**config.mk**
```make
export PLATFORM = sky130hd
export DESIGN_NAME = recomb_filter
export DESIGN_NICKNAME = d
export VERILOG_FILES = /design/src/rtl/recomb_pkg.sv /design/src/rtl/recomb_align.sv /design/src/rtl/recomb_coef.sv /design/src/rtl/recomb_mac.sv /design/src/rtl/recomb_filter.sv
export SDC_FILE = /design/constraint.sdc
export NUM_CORES = 1
export LEC_CHECK = 0
export BUFFER_PORTS_ARGS = -buffer_cell sky130_fd_sc_hd__buf_4
export CORE_AREA = 2 2 102 104
export DETAILED_ROUTE_END_ITERATION = 10
export DIE_AREA = 0 0 104 106
export SLEW_MARGIN = 20
export SYNTH_ARGS = -nofsm -noshare
export SYNTH_HDL_FRONTEND = slang
export SYNTH_SLANG_ARGS = --single-unit
```
**constraint.sdc**
```tcl
create_clock -name clk -period 10.13 [get_ports clk]
set_input_delay 1.013 -clock clk [delete_from_list [all_inputs] [get_ports clk]]
set_output_delay 1.013 -clock clk [all_outputs]
set_load 0.01 [all_outputs]
```
**src/rtl/recomb_pkg.sv**
```systemverilog
package recomb_pkg;
   typedef enum logic [0:0] {
      MUL_NATIVE   = 1'b0,
      MUL_SHIFTADD = 1'b1
   } mul_style_e;

   function automatic int imax(input int a, input int b);
      return (a > b) ? a : b;
   endfunction
endpackage

```
**src/rtl/recomb_align.sv**
```systemverilog
module recomb_align #(
   parameter int W = 6
) (
   input  logic         clk,
   input  logic         rst_n,
   input  logic         cap,
   input  logic [W-1:0] din,
   output logic [W-1:0] held
);
   always_ff @(posedge clk) begin
      if (!rst_n)   held <= '0;
      else if (cap) held <= din;
   end
endmodule

```
**src/rtl/recomb_coef.sv**
```systemverilog
module recomb_coef #(
   parameter int           W   = 16,
   parameter logic [W-1:0] RST = 16'h0400
) (
   input  logic         clk,
   input  logic         rst_n,
   input  logic         we,
   input  logic [W-1:0] wdata,
   output logic [W-1:0] coef
);
   always_ff @(posedge clk) begin
      if (!rst_n)  coef <= RST;
      else if (we) coef <= wdata;
   end
endmodule

```
**src/rtl/recomb_mac.sv**
```systemverilog
module recomb_mac
   import recomb_pkg::*;
#(
   parameter int         CRS_W     = 6,
   parameter int         FIN_W     = 4,
   parameter int         COEF_W    = 16,
   parameter int         COEF_FRAC = 15,
   parameter int         OUT_W     = 22,
   parameter mul_style_e STYLE     = MUL_NATIVE
) (
   input  logic              clk,
   input  logic              rst_n,
   input  logic              fire,
   input  logic [CRS_W-1:0]  crs,
   input  logic [FIN_W-1:0]  fin,
   input  logic [COEF_W-1:0] coef,
   output logic              vld,
   output logic [OUT_W-1:0]  sum
);
   localparam int PROD_W = FIN_W + COEF_W + 1;
   localparam int CEXT   = OUT_W - CRS_W - COEF_FRAC;
   localparam int PEXT   = OUT_W - PROD_W;

   logic signed [PROD_W-1:0] fin_x, coef_x, prod;
   logic signed [OUT_W-1:0]  crs_x, prod_x, sum_d;

   assign fin_x  = {{(PROD_W-FIN_W){fin[FIN_W-1]}}, fin};
   assign coef_x = {{(PROD_W-COEF_W){1'b0}}, coef};

   generate
      if (STYLE == MUL_NATIVE) begin : g_native
         assign prod = fin_x * coef_x;
      end else begin : g_shiftadd
         always_comb begin
            prod = '0;
            for (int i = 0; i < COEF_W; i++) begin
               if (coef[i]) prod = prod + (fin_x <<< i);
            end
         end
      end
   endgenerate

   assign crs_x  = {{CEXT{crs[CRS_W-1]}}, crs, {COEF_FRAC{1'b0}}};
   assign prod_x = {{PEXT{prod[PROD_W-1]}}, prod};
   assign sum_d  = crs_x + prod_x;

   always_ff @(posedge clk) begin
      if (!rst_n) begin
         vld <= 1'b0;
         sum <= '0;
      end else begin
         vld <= fire;
         if (fire) sum <= sum_d;
      end
   end
endmodule

```
**src/rtl/recomb_filter.sv**
```systemverilog
module recomb_filter
   import recomb_pkg::*;
#(
   parameter int                CRS_W     = 6,
   parameter int                FIN_W     = 4,
   parameter int                COEF_W    = 16,
   parameter int                COEF_FRAC = 15,
   parameter logic [COEF_W-1:0] COEF_RST  = 16'h0400,
   parameter mul_style_e        STYLE     = MUL_NATIVE,
   localparam int               OUT_W     = imax(CRS_W + COEF_FRAC, FIN_W + COEF_W + 1) + 1
) (
   input  logic              clk,
   input  logic              rst_n,
   input  logic              coarse_vld,
   input  logic [CRS_W-1:0]  coarse_code,
   input  logic              fine_vld,
   input  logic [FIN_W-1:0]  fine_code,
   input  logic              coef_we,
   input  logic [COEF_W-1:0] coef_wdata,
   output logic              out_vld,
   output logic [OUT_W-1:0]  out_data
);
   generate
      if (COEF_FRAC >= COEF_W) begin : g_bad_frac
         $error("COEF_FRAC must be below COEF_W");
      end
      if (CRS_W < 2 || FIN_W < 2) begin : g_bad_width
         $error("code widths must be at least 2");
      end
   endgenerate

   logic [CRS_W-1:0]  held_w;
   logic [COEF_W-1:0] coef_w;

   recomb_align #(.W(CRS_W)) u_align (
      .clk(clk), .rst_n(rst_n), .cap(coarse_vld), .din(coarse_code), .held(held_w)
   );

   recomb_coef #(.W(COEF_W), .RST(COEF_RST)) u_coef (
      .clk(clk), .rst_n(rst_n), .we(coef_we), .wdata(coef_wdata), .coef(coef_w)
   );

   recomb_mac #(
      .CRS_W(CRS_W), .FIN_W(FIN_W), .COEF_W(COEF_W), .COEF_FRAC(COEF_FRAC),
      .OUT_W(OUT_W), .STYLE(STYLE)
   ) u_mac (
      .clk(clk), .rst_n(rst_n), .fire(fine_vld), .crs(held_w), .fin(fine_code),
      .coef(coef_w), .vld(out_vld), .sum(out_data)
   );
endmodule

```
==> results of run 1 <==
[metrics by stage]
step           setup slack [ns]  cell area, µm²  std cells  utilization [%]
6_report                   5.45            4500        612             45.0
5_1_grt                    5.25            4500        612             45.0
4_1_cts                    5.46            4500        612             45.0
3_5_place_dp               5.13            4390        604             43.9
3_3_place_gp               5.23            4390        604             43.9
2_1_floorplan              5.35            3870        431                -
[state kept, by name (all words and copies together) (netlist names)]
signal,flops
u_mac.sum,22
u_coef.coef,16
u_align.held,6
u_mac.vld,1
[where the power goes]
part,internal [W],total [W],switching (W),leakage [nW]
clock,0.0000806,0.000145,0.0000648,0.0585
sequential,0.000195,0.000208,0.0000128,0.371
combinational,0.000108,0.000240,0.000131,1.84
[worst max path at each step]
stage / startpoint / end / cells after the start
finish: fine_code[3] / u_mac.sum[19] / 13
global route: fine_code[3] / u_mac.sum[19] / 13
CTS: fine_code[3] / u_mac.sum[19] / 13
detailed placement: fine_code[3] / u_mac.sum[19] / 13
global placement: fine_code[3] / u_mac.sum[19] / 13
floorplan: fine_code[2] / u_mac.sum[19] / 15
[synthesized netlist by cell type, types with 2 or more instances]
master	number	share of area, %
sky130_fd_sc_hd__nor2_1	56	5.4
sky130_fd_sc_hd__and2_1	45	7.3
sky130_fd_sc_hd__dfxtp_1	45	23
sky130_fd_sc_hd__ha_1	38	12
sky130_fd_sc_hd__fa_1	33	17
sky130_fd_sc_hd__mux2i_1	32	8.3
sky130_fd_sc_hd__inv_1	27	2.6
sky130_fd_sc_hd__nand2_1	22	2.1
sky130_fd_sc_hd__a21oi_1	18	2.3
sky130_fd_sc_hd__clkbuf_1	13	1.3
sky130_fd_sc_hd__nand3_1	10	1.3
sky130_fd_sc_hd__o21ai_0	10	1.3
sky130_fd_sc_hd__a21o_1	9	1.7
sky130_fd_sc_hd__nand2b_1	7	1.1
sky130_fd_sc_hd__xnor2_1	6	1.4
sky130_fd_sc_hd__nor3_1	5	0.65
sky130_fd_sc_hd__o31ai_1	5	0.97
sky130_fd_sc_hd__a211oi_1	4	0.78
sky130_fd_sc_hd__buf_1	4	0.39
sky130_fd_sc_hd__nand3b_1	4	0.78
sky130_fd_sc_hd__or3_1	4	0.65
sky130_fd_sc_hd__o211ai_1	3	0.58
sky130_fd_sc_hd__o21a_1	3	0.58
sky130_fd_sc_hd__a31oi_1	2	0.32
sky130_fd_sc_hd__and3_1	2	0.32
sky130_fd_sc_hd__nand4_1	2	0.32
sky130_fd_sc_hd__nor2b_1	2	0.32
sky130_fd_sc_hd__nor3b_1	2	0.39
sky130_fd_sc_hd__o2111a_1	2	0.58
sky130_fd_sc_hd__o211a_1	2	0.52
sky130_fd_sc_hd__xor2_1	2	0.45
[final cells by class]
type | count | area [µm²]
fillers | 1046 | 5500
multi-input cells | 342 | 2810
flip-flops and latches | 45 | 901
repair buffers | 54 | 405
well taps | 136 | 170
inverters | 27 | 101
clock buffers | 7 | 86.3
clock inverters | 1 | 30.0
[cell families (layout without fill, tap and decap cells)]
group / Yosys count / after routing
muxes: 32 / 32
adders and majority gates: 71 / 71
buffers and inverters: 44 / 89
and+or+nand+nor: 164 / 164
AOI/OAI and AO/OA: 67 / 67
xor gates and xnor gates: 8 / 8
DFF: 45 / 45
[placed cells by master (no fill, tap or decap), types with 2 or more instances in the layout]
master                     Yosys  layout
sky130_fd_sc_hd__a211oi_1      4       4
sky130_fd_sc_hd__a21o_1        9       9
sky130_fd_sc_hd__a21oi_1      18      18
sky130_fd_sc_hd__a31oi_1       2       2
sky130_fd_sc_hd__and2_1       45      45
sky130_fd_sc_hd__and3_1        2       2
sky130_fd_sc_hd__buf_4         0      54
sky130_fd_sc_hd__clkbuf_8      0       6
sky130_fd_sc_hd__dfxtp_1      45      45
sky130_fd_sc_hd__fa_1         33      33
sky130_fd_sc_hd__ha_1         38      38
sky130_fd_sc_hd__inv_1        27      27
sky130_fd_sc_hd__mux2i_1      32      32
sky130_fd_sc_hd__nand2_1      22      22
sky130_fd_sc_hd__nand2b_1      7       7
sky130_fd_sc_hd__nand3_1      10      10
sky130_fd_sc_hd__nand3b_1      4       4
sky130_fd_sc_hd__nand4_1       2       2
sky130_fd_sc_hd__nor2_1       56      56
sky130_fd_sc_hd__nor2b_1       2       2
sky130_fd_sc_hd__nor3_1        5       5
sky130_fd_sc_hd__nor3b_1       2       2
sky130_fd_sc_hd__o2111a_1      2       2
sky130_fd_sc_hd__o211a_1       2       2
sky130_fd_sc_hd__o211ai_1      3       3
sky130_fd_sc_hd__o21a_1        3       3
sky130_fd_sc_hd__o21ai_0      10      10
sky130_fd_sc_hd__o31ai_1       5       5
sky130_fd_sc_hd__or3_1         4       4
sky130_fd_sc_hd__xnor2_1       6       6
sky130_fd_sc_hd__xor2_1        2       2
[worst max-delay path: cells and delay by family]
kind            cells  cell delay (ns)
fa+ha+maj           4             1.67
simple gates        3             0.62
compound gates      4             1.03
buf+inv             2             0.53
[per-layer routing]
layer  global-route usage (%)  vias up  part of all wire, %  wire [µm]
met4                     4.92        0                  1.2        108
met3                     2.58        9                  4.0        349
met1                     20.6     1505                   46       3970
met5                        0        -                    0          0
met2                     26.9       65                   49       4280
li1                         -     1550                    -          -
==> impl_metrics.csv, run 1 <==
group,metric,value,unit
floorplan,die_y,106,µm
logic_synthesis,ys_seq_area_share,23.3,%
logic_synthesis,avgSynthCellArea,8.99,µm²
clock_tree,path_clk_slew,0.09,ns
min_path,min_path_cells,2,
final_layout,area_growth_from_synthesis_to_final_layout,16.2,%
placement,gpl.final_weighted_congestion,0.909,
sta,clock_skew,0.0133,ns
route,drt_first_pass_iters,4,
global_route,global_route.usage.total,15.8,%
pwr,vdd.ir_drop.worst,0.0000494,V
floorplan,core-area,10000,µm²
clock_tree,max-clock-path-buffers,2,
job,cap_viol_max_count,0,
min_path,min_path_type,"reg -> reg",
sta,worst_slew_slack_as_a_fraction_of_its_limit,60.3,%
min_path,hold_sp,"u_mac.sum[14]",
clock_tree,worst_skew_pair.late_latency,0.30,ns
pwr,power.leakage,2.27,nW
clock_tree,ctsRootBufferMaster,"sky130_fd_sc_hd__clkbuf_8",
logic_synthesis,postSynthRegisterBits,45,
setup_path,critical_path.slowest_cell,"sky130_fd_sc_hd__fa_1",
route,drt-total-wl,8710,µm
setup_path,crit_arrival,4.88,ns
setup_path,timing.setup.critical_path_class,"in -> reg",
sta,rsz0062_at_grt,"false",
logic_synthesis,synth_simple_gate_area_share,21.4,%
global_route,grt_first_pass_wirelength,14300,µm
logic_synthesis,syn-instance-count,431,
sta,setup_viol,0,
final_layout,share_of_cells_above_drive_strength_1,13.4,%
clock_tree,cts_hold_buf,0,
route,routed_wire_length_per_instance,14.2,µm
logic_synthesis,synth_edf_count,0,
sta,finalWorstPathRequiredPeriod,4.68,ns
clock_tree,post_cts_resized,0,
global_route,grt_antenna_before_repair,0,
logic_synthesis,netlist-cell-type-count,43,
setup_path,cp_required,10.33,ns
sta,worst_pin_slew,0.591,ns
route,initialDrtViolationCount,100,
sta,final.setup.tns,0,ns
setup_path,r2r.worst_path.cells,14,
setup_path,crit_path_cell_trace,"buf_4 > inv_1 > nor2_1 > fa_1 > fa_1 > ha_1 > ha_1 > nor2b_4 > o31a_1 > o211a_1 > o2111a_1 > or3_1 > a32o_1",
clock_tree,cts.sinks,45,
logic_synthesis,yosys-mux-area-fraction,8.27,%
setup_path,slowest_delay,0.53,ns
pwr,p_per_area,132,nW/µm²
logic_synthesis,synthesized_netlist_net_count,533,
pwr,fin_total_pwr,0.000593,W
route,via_per_inst,5.11,
logic_synthesis,synth-compound-area-share,11.7,%
route,vias,3129,
logic_synthesis,largest_family_of_logic_cells_by_synthesized_area,"adder cells",
sta,period_share,46.2,%
clock_tree,cts_made_buffers,5,
clock_tree,htree_num_levels,2,
global_route,grt_start_max_net_pins,38,
floorplan,die-width,104,µm
setup_path,setup.worst_path.end_class,"register",
placement,placement.io_buffers,53,
clock_tree,cts_setup_buffers,0,
sta,final_max_slew_viol_count,0,
route,remaining_drc_errors,0,
logic_synthesis,synthAdderAreaFrac,29.3,%
final_layout,antenna_cells_inserted,0,
run_status,outcome,"completed",
logic_synthesis,synth_xor_xnor_area_share,1.81,%
sta,hold_slack,0.478,ns
floorplan,initial_utilization,38.7,%
placement,place_hpwl,6850,µm
floorplan,core.rowCount,37,
sta,report.final.hold_viol_count,0,
floorplan,floorplan.io_pins,54,
setup_path,worstReg2RegStart,"u_coef.coef[0]",
logic_synthesis,yosys_warnings,0,
logic_synthesis,synth_ff_type,"sky130_fd_sc_hd__dfxtp_1",
global_route,grt_pass1_vias,2979,
global_route,globalRouteOverflowTotal,0,
min_path,hold_end,"u_mac.sum[14]",
setup_path,cp-start-kind,"input port",
final_layout,fin_nets,577,
route,route.antenna.remaining_nets,0,
logic_synthesis,synth_area,3870,µm²
setup_path,worst_reg2reg_endpoint,"u_mac.sum[19]",
clock_tree,tritoncts,"built",
floorplan,fp.dieArea,11000,µm²
logic_synthesis,share_of_flip_flops_with_an_asynchronous_set_or_reset_after_synthesis,0,%
setup_path,crit_path_max_fanout,16,
sta,achievable-frequency,0.214,GHz
setup_path,rrSetupSlack,5.93,ns
No activity file was read; power rests on OpenSTA's default activity.
==> run 2, diff against run 1 <==
- clock period: 10.13 -> 4.4 ns (I/O delays scaled with it)
==> run 2 against run 1 <==
Against the previous run:
- global-route usage increased by 0.73 points
- register-to-register slack worse by 5.7 ns
- non-clock buffer count up 3
- flip-flop and latch count unchanged
- combinational power up 130%
- largest cell class unchanged
==> impl_metrics.csv, run 2 (same netlist as run 1, synthesis figures left out) <==
group,metric,value,unit
sta,setup_viol,0,
clock_tree,cts_hold_buf,0,
route,drt-total-wl,8970,µm
sta,worst_pin_slew,0.440,ns
final_layout,largest_register,"u_mac.sum",
pwr,vdd.ir_drop.worst,0.000180,V
final_layout,final_common_cell,"sky130_fd_sc_hd__buf_4",
sta,timing.final.ws_setup,0.278,ns
placement,dp_cells,607,
global_route,grt_first_pass_wirelength,14900,µm
final_layout,antenna_cells_inserted,0,
pwr,power.leakage,2.29,nW
final_layout,layout_top_registers,"u_mac.sum: 22 flops, u_coef.coef: 16 flops, u_align.held: 6 flops",
final_layout,share_of_cells_above_drive_strength_1,14.2,%
clock_tree,cts_setup_buffers,0,
sta,finalWorstPathRequiredPeriod,4.12,ns
final_layout,area_growth_from_synthesis_to_final_layout,16.9,%
placement,gpl.final_weighted_congestion,0.904,
global_route,globalRouteOverflowTotal,0,
setup_path,timing.setup.critical_path_class,"reg -> reg",
setup_path,cp-start-kind,"register",
clock_tree,post_cts_resized,0,
global_route,grt_antenna_before_repair,0,
clock_tree,cts_made_buffers,5,
setup_path,setup.worst_path.end_class,"register",
clock_tree,ctsRootBufferMaster,"sky130_fd_sc_hd__clkbuf_8",
route,routed_wire_length_per_instance,14.6,µm
setup_path,crit_arrival,4.32,ns
sta,report.final.hold_viol_count,0,
final_layout,layout.cells.most_common_list,"57 x sky130_fd_sc_hd__buf_4, 56 x sky130_fd_sc_hd__nor2_1, 45 x sky130_fd_sc_hd__and2_1, 45 x sky130_fd_sc_hd__dfxtp_1, 38 x sky130_fd_sc_hd__ha_1",
placement,placement.io_buffers,53,
floorplan,core.rowCount,37,
clock_tree,max-clock-path-buffers,2,
clock_tree,htree_num_levels,2,
final_layout,stdcell_count,615,
sta,final_max_slew_viol_count,0,
floorplan,floorplan.io_pins,54,
route,remaining_drc_errors,0,
sta,clock_skew,0.00676,ns
sta,rsz0062_at_grt,"false",
min_path,min_path_type,"in -> reg",
global_route,grt_pass1_vias,3145,
pwr,fin_total_pwr,0.00137,W
final_layout,fin_nets,580,
route,route.antenna.remaining_nets,0,
final_layout,largest_register_ff_count,22,
setup_path,worstReg2RegStart,"u_coef.coef[1]",
global_route,grt_start_max_net_pins,33,
clock_tree,worst_skew_pair.late_latency,0.30,ns
floorplan,fp.dieArea,11000,µm²
job,cap_viol_max_count,0,
clock_tree,tritoncts,"built",
placement,place_hpwl,7140,µm
pwr,p_per_area,303,nW/µm²
sta,period_share,93.7,%
route,vias,3152,
floorplan,core-area,10000,µm²
setup_path,cp_required,4.60,ns
setup_path,crit_path_max_fanout,5,
floorplan,die-width,104,µm
route,via_per_inst,5.13,
placement,post-place-ws,0.0305,ns
clock_tree,path_clk_slew,0.09,ns
sta,achievable-frequency,0.243,GHz
sta,worst_slew_slack_as_a_fraction_of_its_limit,70.6,%
setup_path,crit_path_start,"u_coef.coef[1]",
min_path,hold_sp,"coef_wdata[10]",
clock_tree,cts.sinks,45,
sta,final.setup.tns,0,ns
route,drt_first_pass_iters,4,
route,initialDrtViolationCount,104,
floorplan,die_y,106,µm
floorplan,initial_utilization,38.7,%
global_route,global_route.usage.total,16.5,%
run_status,outcome,"completed",
final_layout,post-route-util,45.3,%
run 2: final cells by class:
class / count / area [µm²]
inverters: 27 / 101
clock buffers: 6 / 82.6
repair buffers: 57 / 428
clock inverters: 2 / 37.5
fillers: 1043 / 5470
flip-flops and latches: 45 / 901
well taps: 136 / 170
multi-input cells: 342 / 2810
run 2: metal layers:
metal | vias up | global-route usage [%] | share of wire [%]
met5 | - | 0 | 0
met4 | 0 | 3.19 | 0.60
met3 | 4 | 2.39 | 4.4
met2 | 61 | 29.2 | 50
met1 | 1524 | 21.7 | 45
li1 | 1563 | - | -
run 2: report_power, final:
group | leakage (nW) | total [W] | internal [W] | switching [W]
combinational | 1.86 | 0.000555 | 0.000251 | 0.000305
sequential | 0.371 | 0.000478 | 0.000449 | 0.0000289
clock | 0.0574 | 0.000338 | 0.000185 | 0.000153
total | 2.29 | 0.00137 | 0.000885 | 0.000487
run 2: critical path, stage by stage (launching register included):
cell	delay, ns
sky130_fd_sc_hd__dfxtp_1	0.40
sky130_fd_sc_hd__nand2_1	0.10
sky130_fd_sc_hd__fa_1	0.50
sky130_fd_sc_hd__fa_1	0.56
sky130_fd_sc_hd__inv_1	0.05
sky130_fd_sc_hd__fa_1	0.45
sky130_fd_sc_hd__ha_1	0.23
sky130_fd_sc_hd__inv_1	0.07
sky130_fd_sc_hd__fa_1	0.24
sky130_fd_sc_hd__nor2b_4	0.06
sky130_fd_sc_hd__o31a_1	0.28
sky130_fd_sc_hd__o211a_1	0.24
sky130_fd_sc_hd__o2111a_1	0.26
sky130_fd_sc_hd__or3_1	0.35
sky130_fd_sc_hd__a32o_1	0.24
run 2: final timing paths:
check | depth (start not counted) | to | slack [ns]
max | 14 | u_mac.sum[19] | 0.28
min | 3 | u_coef.coef[10] | 0.35
max reg2reg | 14 | u_mac.sum[19] | 0.28
min reg2reg | 2 | u_mac.sum[14] | 0.47
run 2: per-stage QoR:
| stage | hold WS [ns] | cell area [µm²] |
|---|---|---|
| 6_report | 0.353 | 4530 |
| 2_1_floorplan | 0.460 | 3870 |
| 3_3_place_gp | 0.456 | 4410 |
| 4_1_cts | 0.345 | 4530 |
| 3_5_place_dp | 0.462 | 4410 |
| 5_1_grt | 0.349 | 4530 |
==> run 3, diff against run 2 <==
- RECOVER_POWER: default -> 50
- SLEW_MARGIN: 20 -> 40
==> run 3 against run 2 <==
Against the previous run:
- first-iteration DRC count rose by 9.6%
- clock power barely moved
- routed wire length fell by 0.10%
==> impl_metrics.csv, run 3 (same netlist as run 1, synthesis figures left out) <==
group,metric,value,unit
run_status,outcome,"completed",
sta,setup_viol,0,
route,routed_wire_length_per_instance,14.6,µm
global_route,grt_antenna_before_repair,0,
sta,clock_skew,0.00749,ns
final_layout,share_of_cells_above_drive_strength_1,8.77,%
clock_tree,tritoncts,"built",
pwr,clock_share_of_power,25.2,%
sta,final_max_slew_viol_count,0,
floorplan,die-width,104,µm
floorplan,floorplan.io_pins,54,
clock_tree,cts_setup_buffers,0,
final_layout,final_common_cell,"sky130_fd_sc_hd__nor2_1",
sta,achievable-frequency,0.242,GHz
setup_path,crit_path_cell_trace,"nand2_1 > fa_1 > fa_1 > inv_1 > fa_1 > ha_1 > inv_1 > fa_1 > nor2b_4 > o31a_1 > o211a_1 > o2111a_1 > or3_1 > a32o_1",
clock_tree,cts_hold_buf,0,
sta,rsz0062_at_grt,"false",
sta,final.setup.tns,0,ns
floorplan,die_y,106,µm
pwr,vdd.ir_drop.worst,0.000180,V
route,route.antenna.remaining_nets,0,
setup_path,critical_path.slowest_cell,"sky130_fd_sc_hd__fa_1",
clock_tree,path_clk_slew,0.09,ns
setup_path,timing.setup.critical_path_class,"reg -> reg",
setup_path,crit_path_max_fanout,5,
setup_path,crit_buf_inv,2,
pwr,share_seq_of_total_power,35.4,%
global_route,grt_pass1_vias,3145,
global_route,grt_start_max_net_pins,33,
global_route,grt_first_pass_wirelength,14900,µm
clock_tree,cts_made_buffers,5,
clock_tree,cts.sinks,45,
final_layout,layout_top_registers,"u_mac.sum: 22 flops, u_coef.coef: 16 flops, u_align.held: 6 flops",
floorplan,fp.dieArea,11000,µm²
floorplan,initial_utilization,38.7,%
clock_tree,ctsRootBufferMaster,"sky130_fd_sc_hd__clkbuf_8",
route,initialDrtViolationCount,114,
floorplan,core.rowCount,37,
pwr,switching_share,36.1,%
setup_path,crit_arrival,4.33,ns
setup_path,setup.worst_path.end_class,"register",
sta,report.final.hold_viol_count,0,
sta,worst_slew_slack_as_a_fraction_of_its_limit,15.3,%
placement,gpl.final_weighted_congestion,0.904,
pwr,comb_power_share,39.4,%
min_path,hold_sp,"coef_wdata[10]",
clock_tree,max-clock-path-buffers,2,
final_layout,antenna_cells_inserted,0,
route,remaining_drc_errors,0,
setup_path,slowest_delay,0.56,ns
setup_path,crit_path_start,"u_coef.coef[1]",
setup_path,worstReg2RegStart,"u_coef.coef[1]",
final_layout,post-route-util,44.3,%
final_layout,layout.cells.most_common_list,"56 x sky130_fd_sc_hd__nor2_1, 45 x sky130_fd_sc_hd__and2_1, 45 x sky130_fd_sc_hd__dfxtp_1",
final_layout,largest_register_ff_count,22,
sta,finalWorstPathRequiredPeriod,4.13,ns
final_layout,fin_nets,580,
clock_tree,post_cts_resized,0,
global_route,globalRouteOverflowTotal,0,
setup_path,family_of_cells_with_the_greatest_summed_delay_on_the_critical_path,"adder cells",
route,vias,3159,
route,drt-total-wl,8960,µm
setup_path,critical-path-top-cell-by-count,"sky130_fd_sc_hd__fa_1",
sta,period_share,93.8,%
setup_path,cp-start-kind,"register",
pwr,internal_power,0.000861,W
pwr,power.leakage,2.18,nW
clock_tree,htree_num_levels,2,
route,drt_first_pass_iters,4,
setup_path,cp_required,4.60,ns
job,cap_viol_max_count,0,
route,via_per_inst,5.14,
final_layout,largest_register,"u_mac.sum",
pwr,p_per_area,304,nW/µm²
min_path,min_path_type,"in -> reg",
global_route,global_route.usage.total,16.5,%
floorplan,core-area,10000,µm²
final_layout,area_growth_from_synthesis_to_final_layout,14.4,%
sta,worst_pin_slew,1.27,ns
placement,placement.io_buffers,53,
pwr,p_sw,0.000486,W
placement,place_hpwl,7140,µm
clock_tree,worst_skew_pair.late_latency,0.30,ns
-- run 3: changes by cell type in the layout (fill, tap and decap cells not counted), sizes merged --
cell / before / now
buf: 57 / 31
clkbuf: 6 / 32
-- run 3: routing by layer --
metal	part of all wire, %	vias to the layer above	global-route usage (%)
met5	0	-	0
met4	0.67	0	3.19
met3	3.9	5	2.39
met2	50	62	29.2
met1	45	1529	21.7
li1	-	1563	-
-- run 3: layout make-up --
cell class                      count  area (µm²)
Clock inverter                      2        37.5
Sequential cell                    45         901
Multi-Input combinational cell    342        2810
Inverter                           27         101
Tap cell                          136         170
Clock buffer                        6        82.6
Timing Repair Buffer               57         330
Fill cell                        1070        5570
-- run 3: worst min-delay path, stage by stage --
cell	delay, ns
sky130_fd_sc_hd__buf_4	0.08
sky130_fd_sc_hd__mux2i_1	0.05
sky130_fd_sc_hd__nand2_1	0.06
-- run 3: worst paths after layout --
path | to | slack (ns) | cells after the start
min reg2reg | u_mac.sum[14] | 0.47 | 2
max | u_mac.sum[19] | 0.27 | 14
min | u_coef.coef[10] | 0.35 | 3
max reg2reg | u_mac.sum[19] | 0.27 | 14
-- run 3: power by group through the flow --
| stage | Clock [W] | Combinational [W] | Sequential, W |
|---|---|---|---|
| 6_report | 0.000339 | 0.000531 | 0.000477 |
| 5_1_grt | 0.000370 | 0.000600 | 0.000483 |
| 4_1_cts | 0.000353 | 0.000563 | 0.000479 |
| 3_5_place_dp | 0 | 0.000559 | 0.000488 |
| 3_3_place_gp | 0 | 0.000555 | 0.000488 |
| 2_1_floorplan | 0 | 0.000374 | 0.000494 |
-- run 3: through the flow --
| step | area (µm²) | hold slack, ns | setup WS, ns | instances | total power (W) |
|---|---|---|---|---|---|
| floorplan | 3870 | 0.460 | 0.192 | 431 | 0.000868 |
| global placement | 4410 | 0.456 | 0.117 | 607 | 0.00104 |
| detailed placement | 4410 | 0.462 | 0.0305 | 607 | 0.00105 |
| CTS | 4530 | 0.345 | 0.261 | 615 | 0.00139 |
| global route | 4430 | 0.350 | 0.109 | 615 | 0.00145 |
| finish | 4430 | 0.354 | 0.275 | 615 | 0.00135 |
